$ cat config.mk
export PLATFORM = sky130hd
export DESIGN_NAME = shift_unit
export DESIGN_NICKNAME = d
export VERILOG_FILES = /design/src/rtl/shift_unit_pkg.sv /design/src/rtl/shift_ctrl.sv /design/src/rtl/shift_datapath.sv /design/src/rtl/shift_unit.sv
export SDC_FILE = /design/constraint.sdc
export NUM_CORES = 1
export LEC_CHECK = 0
export ABC_AREA = 1
export BUFFER_PORTS_ARGS = -buffer_cell sky130_fd_sc_hd__buf_2
export CORE_MARGIN = 3
export CORE_UTILIZATION = 40
export CTS_BUF_LIST = sky130_fd_sc_hd__clkbuf_2
export CTS_CLUSTER_SIZE = 16
export DETAILED_ROUTE_END_ITERATION = 16
export PLACE_DENSITY = 0.67
export SETUP_SLACK_MARGIN = 0.1
export SLEW_MARGIN = 15
export SYNTH_ARGS = -nofsm -noshare
export SYNTH_HDL_FRONTEND = slang
export SYNTH_SLANG_ARGS = --single-unit
$ cat constraint.sdc
create_clock -name clk -period 2.4 [get_ports clk]
set_input_delay 0.12 -clock clk [delete_from_list [all_inputs] [get_ports clk]]
set_output_delay 0.12 -clock clk [all_outputs]
set_load 0.01 [all_outputs]
$ cat src/rtl/shift_unit_pkg.sv
package shift_unit_pkg;

    typedef enum logic [2:0] {
        OP_HOLD = 3'b000,
        OP_LOAD = 3'b001,
        OP_SHL  = 3'b010,
        OP_SHR  = 3'b011,
        OP_ROL  = 3'b100,
        OP_ROR  = 3'b101,
        OP_ASL  = 3'b110,
        OP_ASR  = 3'b111
    } shop_e;

    typedef struct packed {
        logic do_load;
        logic do_shift;
        logic go_left;
        logic fill_lsb;
        logic fill_msb;
    } shctl_t;

    function automatic logic op_moves_left(shop_e o);
        return (o == OP_SHL) || (o == OP_ROL) || (o == OP_ASL);
    endfunction

    function automatic logic op_is_shift(shop_e o);
        return (o != OP_HOLD) && (o != OP_LOAD);
    endfunction

endpackage

$ cat src/rtl/shift_ctrl.sv
module shift_ctrl
    import shift_unit_pkg::*;
(
    input  logic   clk,
    input  logic   rst,
    input  shop_e  op,
    input  logic   cur_msb,
    input  logic   cur_lsb,
    input  logic   ser_lsb,
    input  logic   ser_msb,
    output shctl_t ctl,
    output logic   bit_out
);

    always_comb begin
        ctl          = '0;
        ctl.do_load  = (op == OP_LOAD);
        ctl.do_shift = op_is_shift(op);
        ctl.go_left  = op_moves_left(op);
        unique case (op)
            OP_SHL:  ctl.fill_lsb = ser_lsb;
            OP_ROL:  ctl.fill_lsb = cur_msb;
            OP_SHR:  ctl.fill_msb = ser_msb;
            OP_ROR:  ctl.fill_msb = cur_lsb;
            OP_ASR:  ctl.fill_msb = cur_msb;
            default: begin
                ctl.fill_lsb = 1'b0;
                ctl.fill_msb = 1'b0;
            end
        endcase
    end

    always_comb begin
        if (!ctl.do_shift)
            bit_out = 1'b0;
        else if (ctl.go_left)
            bit_out = cur_msb;
        else
            bit_out = cur_lsb;
    end

    // nothing leaves the register on hold or load
    a_r12_quiet_out: assert property (@(posedge clk) disable iff (rst)
        (op == OP_HOLD || op == OP_LOAD) |-> !bit_out);

endmodule

$ cat src/rtl/shift_datapath.sv
module shift_datapath
    import shift_unit_pkg::*;
#(
    parameter int WIDTH = 8
) (
    input  logic             clk,
    input  logic             rst,
    input  shctl_t           ctl,
    input  logic [WIDTH-1:0] din,
    output logic [WIDTH-1:0] q
);

    localparam int TOP = WIDTH - 1;

    logic [WIDTH-1:0] moved;
    logic [WIDTH-1:0] nxt;

    for (genvar i = 0; i < WIDTH; i++) begin : g_cell
        logic from_above;
        logic from_below;
        if (i == TOP) begin : g_top
            assign from_above = ctl.fill_msb;
        end else begin : g_mid_hi
            assign from_above = q[i+1];
        end
        if (i == 0) begin : g_bot
            assign from_below = ctl.fill_lsb;
        end else begin : g_mid_lo
            assign from_below = q[i-1];
        end
        assign moved[i] = ctl.go_left ? from_below : from_above;
    end

    always_comb begin
        if (ctl.do_load)
            nxt = din;
        else if (ctl.do_shift)
            nxt = moved;
        else
            nxt = q;
    end

    always_ff @(posedge clk) begin
        if (rst)
            q <= '0;
        else
            q <= nxt;
    end

    // left moves carry each lower bit up one place
    a_r4_left_move: assert property (@(posedge clk) disable iff (rst)
        (ctl.do_shift && ctl.go_left) |=> (q[TOP:1] == $past(q[TOP-1:0])));

    // right moves carry each upper bit down one place
    a_r5_right_move: assert property (@(posedge clk) disable iff (rst)
        (ctl.do_shift && !ctl.go_left) |=> (q[TOP-1:0] == $past(q[TOP:1])));

endmodule

$ cat src/rtl/shift_unit.sv
module shift_unit
    import shift_unit_pkg::*;
#(
    parameter int WIDTH = 8
) (
    input  logic             clk,
    input  logic             rst,
    input  logic [2:0]       op,
    input  logic [WIDTH-1:0] din,
    input  logic             ser_lsb,
    input  logic             ser_msb,
    output logic [WIDTH-1:0] dout,
    output logic             ovf,
    output logic             shift_out
);

    localparam int TOP = WIDTH - 1;

    shop_e  op_e;
    shctl_t ctl;

    assign op_e = shop_e'(op);

    shift_ctrl u_ctrl (
        .clk     (clk),
        .rst     (rst),
        .op      (op_e),
        .cur_msb (dout[TOP]),
        .cur_lsb (dout[0]),
        .ser_lsb (ser_lsb),
        .ser_msb (ser_msb),
        .ctl     (ctl),
        .bit_out (shift_out)
    );

    shift_datapath #(.WIDTH(WIDTH)) u_dp (
        .clk (clk),
        .rst (rst),
        .ctl (ctl),
        .din (din),
        .q   (dout)
    );

    always_ff @(posedge clk) begin
        if (rst)
            ovf <= 1'b0;
        else if (op_e == OP_ASL)
            ovf <= dout[TOP] ^ dout[TOP-1];
    end

    a_r2_hold: assert property (@(posedge clk) disable iff (rst)
        (op_e == OP_HOLD) |=> $stable(dout));

    a_r3_load: assert property (@(posedge clk) disable iff (rst)
        (op_e == OP_LOAD) |=> (dout == $past(din)));

    a_r8_zero_fill: assert property (@(posedge clk) disable iff (rst)
        (op_e == OP_ASL) |=> !dout[0]);

    a_r9_sign_kept: assert property (@(posedge clk) disable iff (rst)
        (op_e == OP_ASR) |=> (dout[TOP] == $past(dout[TOP])) && (dout[TOP-1] == $past(dout[TOP])));

    a_r10_overflow: assert property (@(posedge clk) disable iff (rst)
        (op_e == OP_ASL) |=> (ovf == ($past(dout[TOP]) ^ $past(dout[TOP-1]))));

    a_r11_ovf_keep: assert property (@(posedge clk) disable iff (rst)
        (op_e != OP_ASL) |=> $stable(ovf));

endmodule

==> flow_summary.ini <==
[setup_path]
critPathCaptureType = primary output
crit_path_start_kind = flip-flop
path_cells = inv_1 -> o21ai_0 -> buf_2
reg2reg_from = u_dp.q[0]
cpPeakStageDelay_ns = 0.40
slowest_stage = dfxtp_1
startpoint = u_dp.q[7]
cp_max_fo = 4
cp.arrival_ns = 1.05
crit_required_ns = 2.28
critical_path_class = reg -> out

[detailed_routing]
drtIter0Drc = 12
via_per_inst = 4.958
remaining_drc_errors = 0
ant_nets = 0
drt-total-wl_um = 1625
wl_per_cell_um = 11.36
routed-via-count = 709
drtPass1Iterations = 4

[synthesis]
ys_ff_latch = 9
yosysWarnings = 0
syn_area_per_cell_um2 = 6.569
synth_edf_count = 0
ys.flop_type = dfxtp_1
yosysUniqueCellTypes = 19
synth-async-reset-ratio = 0
synth_area_um2 = 683.2
ys_seq_area_frac = 0.2637
synthCells = 104
syn_nets = 119

[timing]
tightest_slew_ns = 0.2755
setup_viol = 0
fmax_ghz = 0.8532
fin_ws_ns = 1.228
finalHoldViolCount = 0
rsz0062_at_grt = false
post-route-period-util = 0.4884
maxSlewViolCount = 0
relSlewSlack = 0.8163
fin_setup_tns_ns = 0
skew_ns = 0.004620
period_needed_ns = 1.172

[clock_network]
clock_latency_ns = 0.26
clkTransAtPathRegs_ns = 0.10
cts_setup_buffers = 0
clockBufferDepth = 2
cts_hold_buf = 0
numCtsBuffers = 3
root_buffer = clkbuf_2
cts_resized = 0
cts_max_level = 1
cts_tree = done
cts.sinks = 9

[floorplan]
die_area_um2 = 2240
std_cell_rows = 14
die_w_um = 47.33
core_area_um2 = 1559
die_h_um = 47.33
io_pins = 25
start_util = 0.4382

[finish]
num-nets-final = 143
n_fill_cell = 163
num_antenna_cells = 0
area_delta_synth_final_pct = 16.85
drive_gt1_frac = 0.3071

[min_path]
min_from = rst
hp-class = in -> reg

[global_route]
grt_pass1_vias = 604
grt.total_usage = 0.1687
gr-total-overflow = 0
grt_max_degree = 10
antenna_found_initial = 0
grt_pass1_wl_um = 2663

[placed_design]
io_buffer_count = 24
gp_congestion = 0.7579
dpl.hpwl_um = 1291
dp_slack_ns = 1.388

[status]
status = finished clean

[job]
cap_violations = 0

[power_and_ir_drop]
p_per_area_nw_per_um2 = 472.8
ir_drop_v = 0.0002149
p_leak_uw = 0.0004124
==> registers in the layout, indices dropped and copies added, names as in the netlist <==
name,flops
ovf,1
u_dp.q,8
==> area by class of cell <==
cell class,count,area (um^2),share of cell area
flip-flops and latches,9,180.2,0.2257
well taps,16,20.02,0.02508
inverters,14,60.06,0.07524
clock buffers,4,20.02,0.02508
multi-input cells,76,397.9,0.4984
repair buffers,24,120.1,0.1505
==> cell usage in the layout, fill, tap and decap left out <==
master	netlist	routed
nor2_4	3	3
nand3_4	1	1
o21ai_4	1	1
o21ai_0	9	9
nand4_1	1	1
nand3_1	12	12
nor2_1	12	12
inv_1	10	10
inv_2	1	1
dfxtp_1	9	9
clkbuf_2	0	4
inv_4	3	3
nand2_1	24	24
nand2_4	2	2
a21oi_1	8	8
buf_2	0	24
xor2_1	1	1
o21ai_1	1	1
o211ai_1	1	1
==> through the flow <==
step	cells	area (um^2)	hold WS, ns	power (uW)	util
after floorplan	104	683.2	0.1891	249.0	-
after detailed placement	139	778.2	0.3748	277.7	0.4992
after global routing	143	798.3	0.07458	404.0	0.5120
final	143	798.3	0.09261	377.4	0.5120
after CTS	143	798.3	0.08701	381.0	0.5120
after global placement	139	778.2	0.3712	277.3	0.4992
==> routing by layer <==
layer / GRT usage / share of wire / vias up
met4: 0.03315 / 0.0037 / 0
met2: 0.2406 / 0.46 / 18
met1: 0.2398 / 0.47 / 311
met5: 0 / 0 / -
met3: 0.06513 / 0.068 / 2
li1: - / - / 378
==> final timing paths <==
check              end  slack [ns]  cells past startpoint
max          shift_out        1.23                      3
min          u_dp.q[3]        0.09                      2
max reg2reg  u_dp.q[0]        1.40                      4
min reg2reg        ovf        0.45                      2
==> worst max-delay path, delay by kind of cell (launching register included) <==
family          cells  cell delay (ns)
flops               1             0.40
compound gates      1             0.16
buf+inv             2             0.24
==> report_power, final <==
part / total [uW] / switching, uW / internal (uW)
clock: 103 / 59.1 / 44.3
combinational: 103 / 62.2 / 40.6
sequential: 171 / 10.9 / 160
==> cell usage after synthesis (2+ instances only) <==
| cell | count | area share |
|---|---|---|
| nand2_1 | 24 | 0.13 |
| nand3_1 | 12 | 0.088 |
| o21ai_0 | 9 | 0.066 |
| buf_4 | 3 | 0.033 |
| nor2_4 | 3 | 0.049 |
| nor2_1 | 12 | 0.066 |
| inv_1 | 10 | 0.055 |
| dfxtp_1 | 9 | 0.26 |
| buf_6 | 2 | 0.033 |
| a21oi_1 | 8 | 0.059 |
| inv_4 | 3 | 0.027 |
| nand2_4 | 2 | 0.033 |
==> kinds of logic after synthesis <==
kind of cell              share of synthesized area
AOI/OAI and AO/OA                            0.1667
xor gates and xnor gates                    0.01282
buffers and inverters                        0.1538
DFF                                          0.2637
and+or+nand+nor                              0.4029
Power figures use the tool's default switching activity.
